### config.mk
export PLATFORM = sky130hd
export DESIGN_NAME = lpad_ctrl
export DESIGN_NICKNAME = d
export VERILOG_FILES = /design/src/rtl/lpad_pkg.sv /design/src/rtl/lpad_ctrl.sv
export SDC_FILE = /design/constraint.sdc
export NUM_CORES = 1
export LEC_CHECK = 0
export BUFFER_PORTS_ARGS = -buffer_cell sky130_fd_sc_hd__buf_2
export CORE_AREA = 2 2 67 69
export DETAILED_ROUTE_END_ITERATION = 10
export DIE_AREA = 0 0 69 71
export PLACE_DENSITY = 0.73
export SLEW_MARGIN = 10
export SYNTH_ARGS = -nofsm -noshare
export SYNTH_HDL_FRONTEND = slang
export SYNTH_SLANG_ARGS = --single-unit
### constraint.sdc
create_clock -name vclk -period 1.2
set_input_delay 0.06 -clock vclk [all_inputs]
set_output_delay 0.06 -clock vclk [all_outputs]
set_load 0.01 [all_outputs]
### src/rtl/lpad_pkg.sv
package lpad_pkg;
  typedef struct packed {
    logic retireOk;
    logic armPad;
    logic padFault;
    logic trapSave;
    logic mretRestore;
    logic wrSeccfg;
    logic wrStatush;
  } lpadStrobes_t;
endpackage

### src/rtl/lpad_ctrl.sv
module lpad_ctrl
  import lpad_pkg::*;
#(
  parameter int XLEN = 32,
  parameter int LABEL_W = 20,
  parameter int CSR_AW = 12,
  parameter logic [CSR_AW-1:0] SECCFG_ADDR = 12'h747,
  parameter logic [CSR_AW-1:0] STATUSH_ADDR = 12'h310,
  parameter bit HAS_COMPRESSED = 1'b1,
  parameter int FAULT_CAUSE = 18,
  parameter int FAULT_TVAL = 2
) (
  input  logic clk,
  input  logic rstN,
  input  logic instValid,
  input  logic [XLEN-1:0] instWord,
  input  logic [XLEN-1:0] instPc,
  input  logic elp,
  input  logic mlpe,
  input  logic [LABEL_W-1:0] label,
  input  logic trapEnter,
  input  logic mretDone,
  input  logic csrWe,
  input  logic [CSR_AW-1:0] csrAddr,
  output lpadStrobes_t strobes,
  output logic excValid,
  output logic [XLEN-1:0] excCause,
  output logic [XLEN-1:0] excTval
);
  localparam int LOW_W = XLEN - LABEL_W;
  localparam logic [LOW_W-1:0] PAD_LOW = LOW_W'(12'h017);

  logic [4:0] wideRs1;
  logic wideJump;
  logic wideNeeds;
  logic shortNeeds;
  logic needsPad;
  logic padLowOk;
  logic padAligned;
  logic [LABEL_W-1:0] padLabel;
  logic padLabelOk;
  logic padOk;
  logic faultNow;

  function automatic logic isLinkReg(input logic [4:0] r);
    return (r == 5'd1) || (r == 5'd5) || (r == 5'd7);
  endfunction

  // 32-bit register-indirect jump
  assign wideRs1 = instWord[19:15];
  assign wideJump = (instWord[1:0] == 2'b11) && (instWord[6:0] == 7'h67) &&
                    (instWord[14:12] == 3'b000);
  assign wideNeeds = wideJump && !isLinkReg(wideRs1);

  generate
    if (HAS_COMPRESSED) begin : g_short
      logic [4:0] shortRs1;
      logic shortJump;
      assign shortRs1 = instWord[11:7];
      assign shortJump = (instWord[1:0] == 2'b10) &&
                         ((instWord[15:12] == 4'h8) || (instWord[15:12] == 4'h9));
      assign shortNeeds = shortJump && !isLinkReg(shortRs1);
    end else begin : g_noShort
      assign shortNeeds = 1'b0;
    end
  endgenerate

  assign needsPad = wideNeeds || shortNeeds;

  // pad acceptance
  assign padLowOk = (instWord[LOW_W-1:0] == PAD_LOW);
  assign padAligned = (instPc[1:0] == 2'b00);
  assign padLabel = instWord[XLEN-1 -: LABEL_W];
  assign padLabelOk = (padLabel == label) || (padLabel == '0);
  assign padOk = padLowOk && padAligned && padLabelOk;

  assign faultNow = instValid && elp && mlpe && !padOk;

  always_comb begin
    strobes = '0;
    strobes.padFault = faultNow;
    strobes.trapSave = trapEnter;
    strobes.mretRestore = mretDone && !trapEnter;
    strobes.retireOk = instValid && !faultNow && !trapEnter && !mretDone;
    strobes.armPad = mlpe && needsPad;
    strobes.wrSeccfg = csrWe && (csrAddr == SECCFG_ADDR);
    strobes.wrStatush = csrWe && (csrAddr == STATUSH_ADDR);
  end

  assign excValid = faultNow;
  assign excCause = faultNow ? XLEN'(FAULT_CAUSE) : '0;
  assign excTval = faultNow ? XLEN'(FAULT_TVAL) : '0;

  logic [XLEN-1:0] unusedPc;
  assign unusedPc = instPc;

  AST_EXC_NEEDS_VALID: assert property (@(posedge clk) disable iff (!rstN)
    excValid |-> instValid);
  AST_EXC_NEEDS_ARMED: assert property (@(posedge clk) disable iff (!rstN)
    excValid |-> (elp && mlpe));
  AST_EXC_CODES: assert property (@(posedge clk) disable iff (!rstN)
    excValid |-> (excCause == XLEN'(FAULT_CAUSE) && excTval == XLEN'(FAULT_TVAL)));
endmodule

==> results of run 1 <==
-- worst max-delay path, stage by stage --
cell,delay (ns)
buf_6,0.09
or4_4,0.54
o31ai_4,0.25
a21oi_2,0.08
nor4b_4,0.20
buf_2,0.16
-- through the flow --
stage,hold WS [ns],setup TNS [ns],utilization [%],power [W]
floorplan,0.146,-0.0572,-,0.000348
global placement,0.371,-1.90,32.1,0.000408
detailed placement,0.371,-1.48,32.1,0.000412
CTS,0.372,-1.08,33.4,0.000429
global route,0.390,-1.30,35.3,0.000497
finish,0.373,-0.982,35.3,0.000453
-- final timing paths --
kind / from / endpoint / slack [ns] / cells past startpoint
worst max-delay path: instWord[29] / strobes[6] / -0.25 / 6
worst min-delay path: trapEnter / strobes[3] / 0.37 / 2
-- cells in the mapped netlist (2+ instances only) --
master    number  area [um^2]
a31oi_1        2         12.5
buf_4         66          495
nand2b_1       2         12.5
nand4_1        6         37.5
nand4b_1       2         17.5
nor2_1         2         7.51
nor3_1         2         10.0
nor4_1         5         31.3
xnor2_1       20          175
-- power breakdown --
group          switching, W  leakage [nW]  internal, W
Clock                     0             0            0
Combinational      0.000230         0.769     0.000222
Sequential                0             0            0
-- logic make-up (layout without fill, tap and decap cells) --
kind of cell	Yosys count	after routing
and+or+nand+nor	35	35
buffers and inverters	66	100
AOI/OAI and AO/OA	4	4
other	1	61
xor gates and xnor gates	20	20
-- final cells by class --
type,instances,area (um^2)
Fill cell,436,2720
Timing Repair Buffer,100,628
Tap cell,52,65.1
Multi-Input combinational cell,120,792
-- routing by layer --
| metal | global-route usage [%] | vias up | part of all wire, % |
|---|---|---|---|
| met5 | 0 | - | 0 |
| met4 | 0 | 0 | 0 |
| met3 | 1.14 | 0 | 11 |
| met2 | 18.7 | 78 | 54 |
| met1 | 12.1 | 424 | 36 |
| li1 | - | 499 | - |
-- layout by cell type, fill, tap and decap left out --
| cell type | count |
|---|---|
| conb_1 | 61 |
| buf_6 | 12 |
| nor3_1 | 1 |
| a21oi_2 | 1 |
| nand3b_1 | 1 |
| buf_8 | 1 |
| nand2b_1 | 2 |
| nand4_2 | 1 |
| nor4_4 | 3 |
| and4bb_1 | 1 |
| nor4_1 | 2 |
| nand4_1 | 6 |
| nor4b_1 | 1 |
| nor3_2 | 2 |
| and4b_4 | 1 |
| or4_4 | 2 |
| nor2b_1 | 1 |
| buf_2 | 70 |
| nand2_1 | 1 |
| nand4b_1 | 2 |
| nand3_1 | 1 |
| nor4b_4 | 2 |
| and3_1 | 1 |
| o31ai_4 | 1 |
| nor4_2 | 1 |
| buf_4 | 17 |
| xnor2_1 | 20 |
| a31oi_1 | 2 |
| nor2_1 | 2 |
| or4b_1 | 1 |
-- what timing repair did --
item | 4_1_cts | 5_1_grt
setup endpoints to repair | 7 | 7
resized for setup | 9 | 15
setup buffers | 0 | 1
pin swaps | 2 | 2
==> results.sh, run 1 <==
export IMPL_synth_compound_area_share_pct=4.22
export IMPL_synthAdderAreaFrac_pct=0
export IMPL_syn_area_um2=1010
export IMPL_final_nets=326
export IMPL_synthCells=126
export IMPL_startpoint_type="primary input"
export IMPL_instances_no_fill=272
export IMPL_drt_antenna_violating_nets=0
export IMPL_drc=0
export IMPL_p_leak_nw=0.769
export IMPL_p_per_area_nw_per_um2=305
export IMPL_syn2layout_area_growth_pct=47.3
export IMPL_cts_hold_buf=0
export IMPL_status="finished with violations"
export IMPL_syn_area_per_cell_um2=8.00
export IMPL_rows=24
export IMPL_drt_pass1_iterations=4
export IMPL_synth_mux_area_share_pct=0
export IMPL_seq_cell_count=0
export IMPL_violations="setup timing"
export IMPL_grt_usage_pct=9.63
export IMPL_yosys_area_share_xor_xnor_pct=17.4
export IMPL_cp_max_fo=2
export IMPL_rsz0062_at_grt="true"
export IMPL_grt_max_degree=6
export IMPL_synth_top_family_by_area="buffers and inverters"
export IMPL_wl_per_cell_um=10.3
export IMPL_num_vias=1001
export IMPL_grt_pass1_vias=846
export IMPL_endpoint_kind="primary output"
export IMPL_io_pins=176
export IMPL_overflow=0
export IMPL_dp_hpwl_um=2540
export IMPL_wirelength_um=2790
export IMPL_crit_arrival_ns=1.39
export IMPL_nClkBuffers=0
export IMPL_drv_slew=0
export IMPL_path_class="primary input to primary output"
export IMPL_peakVddDrop_uv=107
export IMPL_ys_seq_area_share_pct=0
export IMPL_synth_cell_type_count=28
export IMPL_first_iter_violations=7
export IMPL_fin_ws_ns=-0.249
export IMPL_die_y_um=71
export IMPL_hp_class="primary input to primary output"
export IMPL_placed_cells=271
export IMPL_max_freq_mhz=690
export IMPL_diodes=0
export IMPL_placed_cell_area_um2=1350
export IMPL_grt_pass1_wl_um=3860
export IMPL_yosys_warnings=0
export IMPL_stdcell_area_um2=1490
export IMPL_finalHoldViolCount=0
export IMPL_die_area_um2=4900
export IMPL_worstPathRequired_ns=1.14
export IMPL_final_setup_viol_count=6
export IMPL_die_x_um=69
export IMPL_start_util_pct=24.0
export IMPL_min_period_over_period_pct=121
export IMPL_coreArea_um2=4200
export IMPL_antenna_found_initial=0
export IMPL_min_period_ns=1.45
export IMPL_routed_via_density=3.68
export IMPL_dpl_worst_slack_ns=-0.307
export IMPL_max_cap_viol_count=0
export IMPL_register_area_um2=0
export IMPL_drive_gt1_share_pct=51.8
export IMPL_synth_simple_area_share_pct=28.9
export IMPL_place_congestion=0.684
export IMPL_io_buffers=83
Note: power is estimated with default switching activity, not from simulation.
==> run 2, diff against run 1 <==
CELL_PAD_IN_SITES_DETAIL_PLACEMENT = 0   (was not set)
CELL_PAD_IN_SITES_GLOBAL_PLACEMENT = 1   (was not set)
CORE_AREA = not set   (was 2 2 67 69)
CORE_MARGIN = 1.5   (was not set)
CORE_UTILIZATION = 16   (was not set)
DIE_AREA = not set   (was 0 0 69 71)
PLACE_DENSITY = 0.82   (was 0.73)
==> run 2 against run 1 <==
The flow still finishes with violations (setup timing). Largest cell class unchanged. Final area rose by 1.7%. Non-clock buffer count fell by 2. Critical path type unchanged. First-iteration DRC count fell by 57%. Die area rose by 39%. Combinational power barely moved. Maximum frequency fell by 0.42%. Global-route usage fell by 3.1 points.
==> results.sh, run 2 (same netlist as run 1, synthesis figures left out) <==
export IMPL_placed_cells=293
export IMPL_peakVddDrop_uv=89.4
export IMPL_rsz0062_at_grt="true"
export IMPL_grt_pass1_wl_um=3390
export IMPL_drt_antenna_violating_nets=0
export IMPL_min_period_ns=1.46
export IMPL_cts_setup_buffers=0
export IMPL_start_util_pct=16.8
export IMPL_multi_input_area_um2=820
export IMPL_endpoint_kind="primary output"
export IMPL_fin_ws_ns=-0.255
export IMPL_dp_hpwl_um=2680
export IMPL_crit_arrival_ns=1.40
export IMPL_final_common_cell="buf_2"
export IMPL_die_y_um=82.4
export IMPL_most_common_layout_cells="buf_2 (72), conb_1 (61), xnor2_1 (20)"
export IMPL_grt_busiest_layer="met2"
export IMPL_p_leak_nw=0.758
export IMPL_nClkBuffers=0
export IMPL_io_buffers=83
export IMPL_wirelength_um=2890
export IMPL_dpl_worst_slack_ns=-0.323
export IMPL_rows=28
export IMPL_grt_usage_pct=6.51
export IMPL_drt_pass1_iterations=2
export IMPL_drc=0
export IMPL_drv_slew=0
export IMPL_cp_max_fo=2
export IMPL_seq_cell_count=0
export IMPL_final_nets=324
export IMPL_wl_per_cell_um=9.87
export IMPL_die_x_um=82.4
export IMPL_min_period_over_period_pct=121
export IMPL_grt_pass1_vias=811
export IMPL_routed_via_density=3.45
export IMPL_syn2layout_area_growth_pct=49.8
export IMPL_placed_cell_area_um2=1370
export IMPL_max_cap_viol_count=0
export IMPL_num_vias=1011
export IMPL_instances_no_fill=293
export IMPL_register_area_um2=0
export IMPL_use_met2_pct=15.1
export IMPL_use_met1_pct=6.17
export IMPL_die_area_um2=6790
export IMPL_overflow=0
export IMPL_hp_class="primary input to primary output"
export IMPL_grt_max_degree=6
export IMPL_fill_cells=650
export IMPL_violations="setup timing"
export IMPL_stdcell_area_um2=1510
export IMPL_p_per_area_nw_per_um2=299
export IMPL_met3_usage_pct=0.549
export IMPL_startpoint_type="primary input"
export IMPL_worstPathRequired_ns=1.14
export IMPL_drive_gt1_share_pct=52.8
export IMPL_path_class="primary input to primary output"
export IMPL_place_congestion=0.702
export IMPL_io_pins=176
export IMPL_first_iter_violations=3
export IMPL_final_setup_viol_count=6
export IMPL_finalHoldViolCount=0
export IMPL_antenna_found_initial=0
export IMPL_max_freq_mhz=687
export IMPL_status="finished with violations"
export IMPL_coreArea_um2=5990
export IMPL_diodes=0
-- run 2: changes by cell type in the layout (fill, tap and decap cells not counted), sizes merged --
cell	before	now
buf	100	98
-- run 2: worst paths after layout --
kind | start | endpoint | slack [ns] | depth (start not counted)
hold / removal | csrAddr[6] | strobes[0] | 0.38 | 3
setup / recovery | instWord[12] | strobes[6] | -0.26 | 6
-- run 2: cell type report --
cell class                      instances  share of cell area (%)
Multi-Input combinational cell        120                    54.3
Timing Repair Buffer                   98                    39.5
Tap cell                               75                    6.21
-- run 2: routing by layer --
metal  share of wire, %  up-vias
met2                 58       67
met5                  0        -
li1                   -      495
met1                 31      449
met4                  0        0
met3                 11        0
-- run 2: per-stage QoR --
| step | power (W) | TNS, ns | hold WS, ns | utilization, % |
|---|---|---|---|---|
| after floorplan | 0.000348 | -0.0572 | 0.146 | - |
| after global placement | 0.000405 | -1.15 | 0.370 | 22.8 |
| after detailed placement | 0.000411 | -1.46 | 0.375 | 22.8 |
| after CTS | 0.000431 | -1.12 | 0.375 | 24.0 |
| after global routing | 0.000495 | -1.25 | 0.393 | 25.2 |
| final | 0.000452 | -1.08 | 0.381 | 25.2 |
-- run 2: power by group --
group	switching [W]	internal (W)	total (W)	leakage, nW
logic	0.000235	0.000217	0.000452	0.758
clock network	0	0	0	0
registers	0	0	0	0
total	0.000235	0.000217	0.000452	0.758
-- run 2: worst max-delay path, cell delays in order --
cell and delay (ns):
buf_6 0.09, or4_4 0.54, o31ai_4 0.23, a21oi_2 0.08
nor4b_4 0.21, buf_2 0.17
-- run 2: what timing repair did --
action                                  CTS  global route
hold buffers                              0             0
pin swaps                                 3             2
endpoints found under the setup margin    7             8
gates resized for setup                  11            13
hold endpoints to repair                  0             0
==> run 3, diff against run 2 <==
SETUP_SLACK_MARGIN = 0.5   (was not set)
==> run 3 against run 2 <==
The flow still finishes with violations (setup timing). Global-route usage increased by 0.36 points. Critical path depth unchanged. Via count increased by 0.59%. Sequential share of layout area stayed put. Clock-buffer cell count is the same. Combinational power grew 5.5%. Hold slack worse by 0.010 ns. Final area rose by 5.1%. Wire length rose by 4.8%. Setup slack improved by 0.036 ns. Die area stayed put. First-iteration DRC count rose by 100%. Largest cell class unchanged.
==> results.sh, run 3 (same netlist as run 1, synthesis figures left out) <==
export IMPL_grt_max_degree=6
export IMPL_path_buf_inv=2
export IMPL_crit_chain="buf_6 -> or4_4 -> o31ai_4 -> a21oi_2 -> nor4b_4 -> buf_2"
export IMPL_startpoint_type="primary input"
export IMPL_grt_pass1_wl_um=3550
export IMPL_p_clk_share_pct=0
export IMPL_cp_slowest_cell="or4_4"
export IMPL_drv_slew=0
export IMPL_dp_hpwl_um=2740
export IMPL_place_congestion=0.697
export IMPL_max_freq_mhz=705
export IMPL_p_leak_nw=0.798
export IMPL_final_nets=324
export IMPL_cts_setup_buffers=0
export IMPL_p_sw_w=0.000245
export IMPL_crit_arrival_ns=1.36
export IMPL_coreArea_um2=5990
export IMPL_overflow=0
export IMPL_path_class="primary input to primary output"
export IMPL_max_cap_viol_count=0
export IMPL_p_int_w=0.000231
export IMPL_cp_top_family="simple AND/OR/NAND/NOR gates"
export IMPL_final_common_cell="buf_2"
export IMPL_max_stage_delay_ns=0.54
export IMPL_die_area_um2=6790
export IMPL_p_per_area_nw_per_um2=300
export IMPL_stdcell_area_um2=1590
export IMPL_p_seq_share_pct=0
export IMPL_rows=28
export IMPL_endpoint_kind="primary output"
export IMPL_cp_endpoint="strobes[6]"
export IMPL_p_sw_share_pct=51.5
export IMPL_nClkBuffers=0
export IMPL_placed_cells=293
export IMPL_wirelength_um=3030
export IMPL_drt_pass1_iterations=4
export IMPL_status="finished with violations"
export IMPL_io_buffers=83
export IMPL_path_depth=6
export IMPL_seq_cell_count=0
export IMPL_violations="setup timing"
export IMPL_cp_max_fo=2
export IMPL_peakVddDrop_uv=116
export IMPL_drive_gt1_share_pct=55.0
export IMPL_syn2layout_area_growth_pct=57.4
export IMPL_min_period_over_period_pct=118
export IMPL_fin_ws_ns=-0.219
export IMPL_finalHoldViolCount=0
export IMPL_register_area_um2=0
export IMPL_num_vias=1017
export IMPL_most_common_layout_cells="buf_2 (69), conb_1 (61), xnor2_1 (19)"
export IMPL_startpoint="instWord[12]"
export IMPL_utilization_pct=26.5
export IMPL_first_iter_violations=6
export IMPL_drt_antenna_violating_nets=0
export IMPL_wl_per_cell_um=10.3
export IMPL_final_setup_viol_count=6
export IMPL_min_period_ns=1.42
export IMPL_drc=0
export IMPL_rsz0062_at_grt="true"
export IMPL_grt_pass1_vias=818
export IMPL_holdWs_ns=0.371
export IMPL_start_util_pct=16.8
export IMPL_instances_no_fill=293
export IMPL_combPwrFrac_pct=100.0
export IMPL_worstPathRequired_ns=1.14
export IMPL_design_power_total_w=0.000477
export IMPL_die_x_um=82.4
export IMPL_placed_cell_area_um2=1410
export IMPL_routed_via_density=3.47
export IMPL_antenna_found_initial=0
export IMPL_io_pins=176
export IMPL_die_y_um=82.4
export IMPL_diodes=0
export IMPL_grt_usage_pct=6.88
export IMPL_hp_class="primary input to primary output"
## run 3: cell counts in the layout (fill, tap and decap cells not counted)
Identical to the previous run, type by type.
## run 3: repair_timing
action                     CTS  global route
gates resized for setup     18            15
hold endpoints to repair     0             0
pin swaps                    7             2
setup endpoints to repair    9             9
hold buffers                 0             0
## run 3: final cells by class
type	count	area, um^2
timing repair buffer	98	631
multi-input combinational	120	863
fill	666	4400
tap	75	93.8
## run 3: per-layer routing
metal / track usage, % / vias to the layer above / wire (um)
met4: 0 / 0 / 0
met3: 0.549 / 0 / 376
met5: 0 / - / 0
li1: - / 495 / -
met1: 7.53 / 442 / 1080
met2: 14.7 / 80 / 1580
## run 3: worst min path at each step
stage / slack (ns) / start / to / depth (start not counted)
after global routing: 0.39 / trapEnter / strobes[3] / 2
final: 0.37 / trapEnter / strobes[3] / 2
after floorplan: 0.15 / mretDone / strobes[6] / 1
after detailed placement: 0.37 / trapEnter / strobes[3] / 2
after global placement: 0.37 / trapEnter / strobes[3] / 2
after CTS: 0.37 / trapEnter / strobes[3] / 2
## run 3: power groups by stage
stage	Clock [W]	Sequential, W	Combinational [W]
2_1_floorplan	0	0	0.000351
3_3_place_gp	0	0	0.000415
3_5_place_dp	0	0	0.000420
4_1_cts	0	0	0.000455
5_1_grt	0	0	0.000519
6_report	0	0	0.000477
## run 3: metrics by stage
stage                     TNS, ns  setup slack, ns
final                      -0.808           -0.219
after CTS                  -0.946           -0.213
after global routing        -1.14           -0.279
after global placement      -1.33           -0.291
after detailed placement    -1.40           -0.293
after floorplan           -0.0572          -0.0572
